## src/rtl/sec_cfg_pkg.sv

```systemverilog
package sec_cfg_pkg;

    localparam int DATA_W = 32;

    // byte offsets of the implemented registers
    localparam int OFF_CTRL = 'h04;
    localparam int OFF_STS  = 'h08;
    localparam int OFF_MASK = 'h0C;
    localparam int OFF_EN   = 'h10;
    localparam int OFF_DIS  = 'h14;
    localparam int OFF_TRIG = 'h18;
    localparam int OFF_RPU  = 'h20;
    localparam int OFF_DMA  = 'h24;
    localparam int OFF_SAFE = 'h30;
    localparam int OFF_USB  = 'h34;

    localparam int RPU_W = 2;
    localparam int USB_W = 2;

    typedef enum logic [3:0] {
        SEL_NONE,
        SEL_CTRL,
        SEL_STS,
        SEL_MASK,
        SEL_EN,
        SEL_DIS,
        SEL_TRIG,
        SEL_RPU,
        SEL_DMA,
        SEL_SAFE,
        SEL_USB
    } reg_sel_e;

    typedef struct packed {
        logic              slverr_en;
        logic [RPU_W-1:0]  rpu;
        logic              dma;
        logic [DATA_W-1:0] safe;
        logic [USB_W-1:0]  usb;
    } cfg_t;

    typedef struct packed {
        logic sts;
        logic mask;
    } irq_state_t;

endpackage

```

## src/rtl/sec_cfg_decode.sv

```systemverilog
module sec_cfg_decode
    import sec_cfg_pkg::*;
#(
    parameter int ADDR_W = 6
) (
    input  logic [ADDR_W-1:0] addr,
    output reg_sel_e          sel
);

    always_comb begin
        sel = SEL_NONE;
        // misaligned addresses never match an aligned offset
        if      (addr == ADDR_W'(OFF_CTRL)) sel = SEL_CTRL;
        else if (addr == ADDR_W'(OFF_STS))  sel = SEL_STS;
        else if (addr == ADDR_W'(OFF_MASK)) sel = SEL_MASK;
        else if (addr == ADDR_W'(OFF_EN))   sel = SEL_EN;
        else if (addr == ADDR_W'(OFF_DIS))  sel = SEL_DIS;
        else if (addr == ADDR_W'(OFF_TRIG)) sel = SEL_TRIG;
        else if (addr == ADDR_W'(OFF_RPU))  sel = SEL_RPU;
        else if (addr == ADDR_W'(OFF_DMA))  sel = SEL_DMA;
        else if (addr == ADDR_W'(OFF_SAFE)) sel = SEL_SAFE;
        else if (addr == ADDR_W'(OFF_USB))  sel = SEL_USB;
    end

endmodule

```

## src/rtl/sec_cfg_irq.sv

```systemverilog
module sec_cfg_irq
    import sec_cfg_pkg::*;
(
    input  logic clk,
    input  logic rst_n,
    input  logic sts_set,
    input  logic sts_clr,
    input  logic mask_set,
    input  logic mask_clr,
    output logic sts,
    output logic mask,
    output logic irq
);

    irq_state_t st_d, st_q;

    always_comb begin
        st_d      = st_q;
        // a set in the same cycle as a clear wins
        st_d.sts  = (st_q.sts & ~sts_clr) | sts_set;
        st_d.mask = (st_q.mask & ~mask_clr) | mask_set;
    end

    always_ff @(posedge clk or negedge rst_n) begin
        if (!rst_n) begin
            st_q.sts  <= 1'b0;
            st_q.mask <= 1'b1;
        end else begin
            st_q <= st_d;
        end
    end

    assign sts  = st_q.sts;
    assign mask = st_q.mask;
    assign irq  = st_q.sts & ~st_q.mask;

endmodule

```

## src/rtl/sec_cfg_regs.sv

```systemverilog
module sec_cfg_regs
    import sec_cfg_pkg::*;
#(
    parameter int ADDR_W = 6
) (
    input  logic                 clk,
    input  logic                 rst_n,
    input  logic                 psel,
    input  logic                 penable,
    input  logic                 pwrite,
    input  logic [ADDR_W-1:0]    paddr,
    input  logic [DATA_W-1:0]    pwdata,
    output logic [DATA_W-1:0]    prdata,
    output logic                 pready,
    output logic                 pslverr,
    output logic                 irq,
    output logic [RPU_W-1:0]     sec_rpu,
    output logic                 sec_dma,
    output logic [USB_W-1:0]     sec_usb
);

    reg_sel_e sel;
    logic     access, wr_acc, rd_acc, hit;
    logic     sts, mask;
    logic     sts_set, sts_clr, mask_set, mask_clr;
    cfg_t     cfg_d, cfg_q;

    sec_cfg_decode #(.ADDR_W(ADDR_W)) u_dec (
        .addr (paddr),
        .sel  (sel)
    );

    assign access = psel & penable;
    assign wr_acc = access & pwrite;
    assign rd_acc = access & ~pwrite;
    assign hit    = (sel != SEL_NONE);

    assign sts_set  = (access & ~hit) | (wr_acc & (sel == SEL_TRIG) & pwdata[0]);
    assign sts_clr  = wr_acc & (sel == SEL_STS) & pwdata[0];
    assign mask_clr = wr_acc & (sel == SEL_EN)  & pwdata[0];
    assign mask_set = wr_acc & (sel == SEL_DIS) & pwdata[0];

    sec_cfg_irq u_irq (
        .clk      (clk),
        .rst_n    (rst_n),
        .sts_set  (sts_set),
        .sts_clr  (sts_clr),
        .mask_set (mask_set),
        .mask_clr (mask_clr),
        .sts      (sts),
        .mask     (mask),
        .irq      (irq)
    );

    always_comb begin
        cfg_d = cfg_q;
        if (wr_acc) begin
            unique case (sel)
                SEL_CTRL: cfg_d.slverr_en = pwdata[0];
                SEL_RPU:  cfg_d.rpu       = pwdata[RPU_W-1:0];
                SEL_DMA:  cfg_d.dma       = pwdata[0];
                SEL_SAFE: cfg_d.safe      = pwdata;
                SEL_USB:  cfg_d.usb       = pwdata[USB_W-1:0];
                default:  ;
            endcase
        end
    end

    always_ff @(posedge clk or negedge rst_n) begin
        if (!rst_n) cfg_q <= '0;
        else        cfg_q <= cfg_d;
    end

    always_comb begin
        prdata = '0;
        if (rd_acc) begin
            unique case (sel)
                SEL_CTRL: prdata = DATA_W'(cfg_q.slverr_en);
                SEL_STS:  prdata = DATA_W'(sts);
                SEL_MASK: prdata = DATA_W'(mask);
                SEL_RPU:  prdata = DATA_W'(cfg_q.rpu);
                SEL_DMA:  prdata = DATA_W'(cfg_q.dma);
                SEL_SAFE: prdata = cfg_q.safe;
                SEL_USB:  prdata = DATA_W'(cfg_q.usb);
                default:  prdata = '0;
            endcase
        end
    end

    assign pready  = 1'b1;
    assign pslverr = access & ~hit & cfg_q.slverr_en;
    assign sec_rpu = cfg_q.rpu;
    assign sec_dma = cfg_q.dma;
    assign sec_usb = cfg_q.usb;

endmodule

```

## config.mk

```make
export PLATFORM = sky130hd
export DESIGN_NAME = sec_cfg_regs
export DESIGN_NICKNAME = d
export VERILOG_FILES = /design/src/rtl/sec_cfg_pkg.sv /design/src/rtl/sec_cfg_decode.sv /design/src/rtl/sec_cfg_irq.sv /design/src/rtl/sec_cfg_regs.sv
export SDC_FILE = /design/constraint.sdc
export NUM_CORES = 1
export LEC_CHECK = 0
export ABC_CLOCK_PERIOD_IN_PS = 3900
export BUFFER_PORTS_ARGS = -buffer_cell sky130_fd_sc_hd__buf_2
export CORE_ASPECT_RATIO = 1.5
export CORE_UTILIZATION = 40
export CTS_CLUSTER_SIZE = 20
export DETAILED_ROUTE_END_ITERATION = 8
export PLACE_DENSITY = 0.67
export REMOVE_ABC_BUFFERS = 1
export SYNTH_ARGS = -nofsm -noshare
export SYNTH_HDL_FRONTEND = slang
export SYNTH_SLANG_ARGS = --single-unit
```

## constraint.sdc

```tcl
create_clock -name clk -period 3.9 [get_ports clk]
set_input_delay 0.975 -clock clk [delete_from_list [all_inputs] [get_ports clk]]
set_output_delay 0.975 -clock clk [all_outputs]
set_load 0.005 [all_outputs]
```

==> flow_summary.ini, run 1 <==
[logic_synthesis]
ys_seq_elements = 40
ys.flop_type = dfrtp_1
synth_top_cell_by_area = dfrtp_1
synth_area_per_cell_um2 = 12.4
synth_top_area_share_pct = 44.0
ys_top_cells_by_area = dfrtp_1, mux2_4, and2_1
ys_types = 39
netlist_area_mm2 = 0.00222
syn_inst = 179
synth-edff-count = 0
synth.most_common_cell = dfrtp_1
seq_area_frac_synth_pct = 45.2
synth_warnings = 0
synthArstFlopShare_pct = 100
ys_top_cells_by_count = dfrtp_1, and2_1, mux2_4, mux2_2, nor2_1

[timing]
hold_viol = 0
drv_slew = 0
fmax_ghz = 0.292
skew_ns = 0
fin_crit_sh_pct = 87.7
rsz0062_at_grt = false
worst_slew_pin_slew_ns = 0.888
setup_violations = 0
maxSlewHeadroom_pct = 40.8
hold_slack_ns = 0.502
min_period_ns = 3.42
tns_ns = 0

[place]
gp_congestion = 0.882
io_buffer_count = 81
post-dp-hpwl_um = 3270

[worst_setup_path]
timing.rr.end = sec_rpu[0]$_DFFE_PN0P_
worstPathArrival_ns = 2.44
cp.required_ns = 2.92
rrSetupSlack_ns = 3.10
path_max_fanout = 17
path_cells = buf_2 -> or4b_4 -> nor2_2 -> and3_1 -> buf_4 -> and2_1 -> buf_2
r2r_cells = 1
timing.critical_path.from = paddr[3]
critPathKind = input pin to primary output
r2r-start = sec_rpu[0]$_DFFE_PN0P_
path_common_cell = buf_2
start_kind = input pin
endpoint_kind = primary output
slowest_stage = or4b_4
endpoint = prdata[22]
crit_path_max_incr_delay_ns = 0.56

[global_routing]
grt_max_degree = 41
grt_pass1_vias = 1589
antenna_found_initial = 0
gr-total-overflow = 0
grt_pass1_wl_um = 7230
grtUsageTotal_pct = 15.9

[finish]
multiInputGateArea_mm2 = 0.00106
syn_to_final_growth_pct = 20.7
fillCellCount = 506
nets = 296
drive_gt1_share_pct = 53.5
n_antenna_cell = 0
seq_area_mm2 = 0.00100

[clock_network]
clock_latency_ns = 0.28
path_clk_slew_ns = 0.07
clock_sinks = 40
clockRootBuffer = clkbuf_8
hold_buffers = 0
cts_buffer_depth = 2
cts_tree = built
h-tree-depth = 2
cts_resized = 0
post_cts_buffers = 0
cts_buffers = 5

[pwr]
p_leak_nw = 1.43
powerDensity_mw_per_mm2 = 295
peakVddDrop_uv = 235

[route]
routedWlPerCell_um = 13.8
via_per_inst = 4.98
vias = 1602
drt_iter0_markers = 43
drt-total-wl_um = 4440
drc = 0
drt-pass1-iter-count = 4
antenna_left = 0

[floorplanning]
core-area_mm2 = 0.00525
top_level_ports = 83
fp.dieArea_mm2 = 0.00585
start_util_pct = 42.3
die_x_um = 62.8
row_count = 32
die_height_um = 93.2

[run_status]
status = finished, final reports clean

[job]
cap_violations = 0

[worst_hold_path]
hold_start = u_irq.sts$_DFF_PN0_
hp-class = register to register
## per-layer routing
| metal | up-vias | share of wire, % | wire length, µm | GRT usage, % |
|---|---|---|---|---|
| met2 | 66 | 52 | 2300 | 26.9 |
| met3 | 6 | 6.1 | 270 | 3.90 |
| li1 | 760 | - | - | - |
| met5 | - | 0 | 0 | 0 |
| met1 | 770 | 41 | 1810 | 19.4 |
| met4 | 0 | 1.3 | 59 | 5.81 |
## cell usage in the layout (no fill, tap or decap), types with 2 or more instances in the layout
master    instances
buf_2            81
dfrtp_1          39
and2_1           32
mux2_4           30
nor2_1            9
mux2_2            9
clkbuf_8          5
nand2_1           4
nand3_1           4
and3_1            3
nand4_1           3
inv_1             2
a21oi_1           2
o21ai_0           2
a31oi_1           2
nor4b_1           2
and3_2            2
clkbuf_1          2
buf_4             2
## kinds of logic after synthesis
family          count (synthesis)  share of synthesized area [%]
buf+inv                        19                           7.05
simple gates                   67                           17.9
compound gates                 10                           2.99
flops                          40                           45.2
other cells                     1                          0.169
xor+xnor                        1                          0.395
mux                            41                           26.3
## critical path: cells and delay by family
kind | cells | cell delay (ns)
buffers and inverters | 3 | 0.46
and+or+nand+nor | 4 | 1.01
## worst min path at each step
stage                                        to  slack (ns)  depth (start not counted)
after CTS                  cfg_q[7]$_DFFE_PN0P_        0.51                          1
after global routing      cfg_q[25]$_DFFE_PN0P_        0.52                          1
after detailed placement   cfg_q[7]$_DFFE_PN0P_        0.48                          1
after global placement    cfg_q[14]$_DFFE_PN0P_        0.48                          1
final                       u_irq.sts$_DFF_PN0_        0.50                          1
after floorplan            u_irq.mask$_DFF_PN1_        0.47                          2
## area by class of cell
type / instances / area share, %
multi-input combinational: 120 / 39.6
sequential: 40 / 37.4
clock inverter: 1 / 0.187
timing repair buffer: 84 / 16.4
inverter: 2 / 0.280
tap: 68 / 3.18
clock buffer: 7 / 2.85
## registers in the layout, summed over array words and instances (netlist names)
register	cells
u_irq.mask	1
sec_usb	2
sec_rpu	2
u_irq.sts	1
cfg_q	33
sec_dma	1
## power by group
part / switching [mW] / total, mW / internal (mW) / leakage, nW
combinational: 0.0373 / 0.0859 / 0.0486 / 0.845
sequential: 0.0108 / 0.445 / 0.434 / 0.543
clock: 0.134 / 0.259 / 0.126 / 0.0422
total: 0.182 / 0.790 / 0.608 / 1.43
## stage by stage
stage          utilization (%)  power (mW)  setup slack (ns)  instance area, µm²  instances
3_3_place_gp              49.5       0.538             0.491                2600        314
5_1_grt                   51.0       0.835             0.395                2680        322
4_1_cts                   51.0       0.806             0.475                2680        322
2_1_floorplan                -       0.492             0.494                2070        162
3_5_place_dp              49.5       0.540             0.489                2600        314
6_report                  51.0       0.790             0.481                2680        322
Note: power is estimated with default switching activity, not from simulation.
==> run 2: changes to the inputs <==
--- a/config.mk
+++ b/config.mk
@@ -15,4 +15,5 @@
 export REMOVE_ABC_BUFFERS = 1
 export SYNTH_ARGS = -nofsm -noshare
 export SYNTH_HDL_FRONTEND = slang
+export SYNTH_HIERARCHICAL = 1
 export SYNTH_SLANG_ARGS = --single-unit
==> constraint.sdc (replaced) <==
create_clock -name clk -period 3.9 [get_ports clk]
set_input_delay 0.78 -clock clk [delete_from_list [all_inputs] [get_ports clk]]
set_output_delay 0.78 -clock clk [all_outputs]
set_load 0.005 [all_outputs]
==> run 2 against run 1 <==
  * Fmax increased by 3.7%
  * Sequential power shrank 4%
  * First-iteration DRC count increased by 7.0%
  * Design area is 0.61% higher
  * Final cell count increased by 5.0%
  * Synthesized cell count increased by 6.7%
  * Synthesized area decreased by 1.8%
  * Power decreased by 3.9%
==> flow_summary.ini, run 2 <==
[place]
io_buffer_count = 81
post-dp-hpwl_um = 3090
dp_cells = 330
gp_congestion = 0.856

[run_status]
status = finished, final reports clean

[floorplanning]
row_count = 32
start_util_pct = 41.9
top_level_ports = 83
die_height_um = 92.4
die_x_um = 62.3
fp.dieArea_mm2 = 0.00575
core-area_mm2 = 0.00520

[logic_synthesis]
synth_top_cell_by_area = dfrtp_1
synth.most_common_cell = dfrtp_1
synthArstFlopShare_pct = 100
syn_inst = 191
ys_seq_elements = 40
netlist_area_mm2 = 0.00218
seq_area_frac_synth_pct = 46.0
synth_warnings = 6
synth_area_per_cell_um2 = 11.4
synth-edff-count = 0
ys_types = 40
ys_top_cells_by_area = dfrtp_1, mux2_2, and2_1
ys_top_cells_by_count = dfrtp_1, mux2_2, and2_1, clkbuf_1, mux2_1
ys.flop_type = dfrtp_1
synth_top_area_share_pct = 44.8

[route]
drt-total-wl_um = 4280
antenna_left = 0
drt-pass1-iter-count = 4
drt_iter0_markers = 46
drc = 0
via_per_inst = 4.93
vias = 1666
routedWlPerCell_um = 12.7

[worst_hold_path]
hp-class = register to register

[finish]
nets = 312
syn_to_final_growth_pct = 23.7
layout_commonest_cell = buf_2
regMostFlops = cfg_q
fillCellCount = 512
mostFrequentLayoutCells = buf_2, dfrtp_1, mux2_2
drive_gt1_share_pct = 48.9
largest_reg_flops = 33
n_antenna_cell = 0
layout.cells.non_filler = 338
final_core_util_pct = 51.8

[timing]
setup_violations = 0
min_period_ns = 3.30
maxSlewHeadroom_pct = 41.8
hold_viol = 0
fin_crit_sh_pct = 84.5
skew_ns = 0
rsz0062_at_grt = false
tns_ns = 0
hold_slack_ns = 0.481
drv_slew = 0
fmax_ghz = 0.303
worst_slew_pin_slew_ns = 0.873

[clock_network]
clock_latency_ns = 0.28
clock_sinks = 40
cts_buffers = 5
cts_resized = 0
cts_buffer_depth = 2
cts_tree = built
h-tree-depth = 2
path_clk_slew_ns = 0.07
clockRootBuffer = clkbuf_8
post_cts_buffers = 0
hold_buffers = 0

[worst_setup_path]
path_max_fanout = 30
endpoint_kind = primary output
critPathKind = input pin to primary output
worstPathArrival_ns = 2.52
start_kind = input pin
cp.required_ns = 3.12

[pwr]
peakVddDrop_uv = 251
powerDensity_mw_per_mm2 = 282
p_leak_nw = 1.42

[global_routing]
gr-total-overflow = 0
grt_pass1_vias = 1644
grt_max_degree = 41
antenna_found_initial = 0
grtUsageTotal_pct = 15.9
grt_pass1_wl_um = 7260

[job]
cap_violations = 0
run 2: final timing paths:
path / startpoint / endpoint / slack (ns) / cells after the start
min in group asynchronous: rst_n / cfg_q[22]$_DFFE_PN0P_ / 0.61 / 1
worst max-delay path: paddr[3] / prdata[11] / 0.60 / 9
worst min-delay path: cfg_q[32]$_DFFE_PN0P_ / cfg_q[32]$_DFFE_PN0P_ / 0.48 / 1
worst min register to register: cfg_q[32]$_DFFE_PN0P_ / cfg_q[32]$_DFFE_PN0P_ / 0.48 / 1
max in group asynchronous: rst_n / sec_dma$_DFFE_PN0P_ / 2.74 / 1
worst max register to register: sec_rpu[0]$_DFFE_PN0P_ / sec_rpu[0]$_DFFE_PN0P_ / 3.13 / 1
run 2: final cells by class:
| type | instances | area [µm²] | share of cell area, % |
|---|---|---|---|
| tap | 68 | 85.1 | 3.16 |
| sequential | 40 | 1000 | 37.2 |
| timing repair buffer | 87 | 450 | 16.7 |
| clock inverter | 1 | 5.00 | 0.186 |
| inverter | 3 | 11.3 | 0.418 |
| clock buffer | 7 | 76.3 | 2.83 |
| multi-input combinational | 132 | 1060 | 39.5 |
run 2: worst max-delay path, cell delays in order:
cell and delay, ns:
buf_2 0.12, nand2b_1 0.18, nor3_1 0.15, o21a_1 0.40, nand2b_2 0.30, nor4_4 0.05
buf_4 0.22, and2_1 0.19, buf_2 0.12
run 2: per-layer routing:
metal | vias up | wire length [µm] | GRT usage [%] | share of wire [%]
met5 | - | 0 | 0 | 0
met4 | 0 | 76 | 6.40 | 1.8
met3 | 11 | 307 | 4.68 | 7.2
met2 | 66 | 2120 | 26.7 | 49
met1 | 777 | 1780 | 19.0 | 42
li1 | 812 | - | - | -
run 2: power breakdown:
| group | internal, mW | switching [mW] |
|---|---|---|
| Sequential | 0.424 | 0.00483 |
| Clock | 0.125 | 0.133 |
| Combinational | 0.0360 | 0.0373 |
run 2: kinds of logic (layout without fill, tap and decap cells):
family | count (synthesis) | after routing | share of synthesized area, %
simple gates | 72 | 72 | 20.7
xor+xnor | 2 | 2 | 0.804
buf+inv | 19 | 98 | 5.57
mux | 41 | 41 | 21.0
other cells | 1 | 1 | 0.172
flops | 40 | 40 | 46.0
compound gates | 16 | 16 | 5.69
run 2: stage by stage:
| stage | setup slack (ns) | instance area (µm²) | power, mW |
|---|---|---|---|
| finish | 0.603 | 2690 | 0.760 |
| detailed placement | 0.607 | 2610 | 0.511 |
| global route | 0.410 | 2690 | 0.798 |
| global placement | 0.652 | 2610 | 0.509 |
| CTS | 0.607 | 2690 | 0.774 |
| floorplan | 0.304 | 2070 | 0.466 |
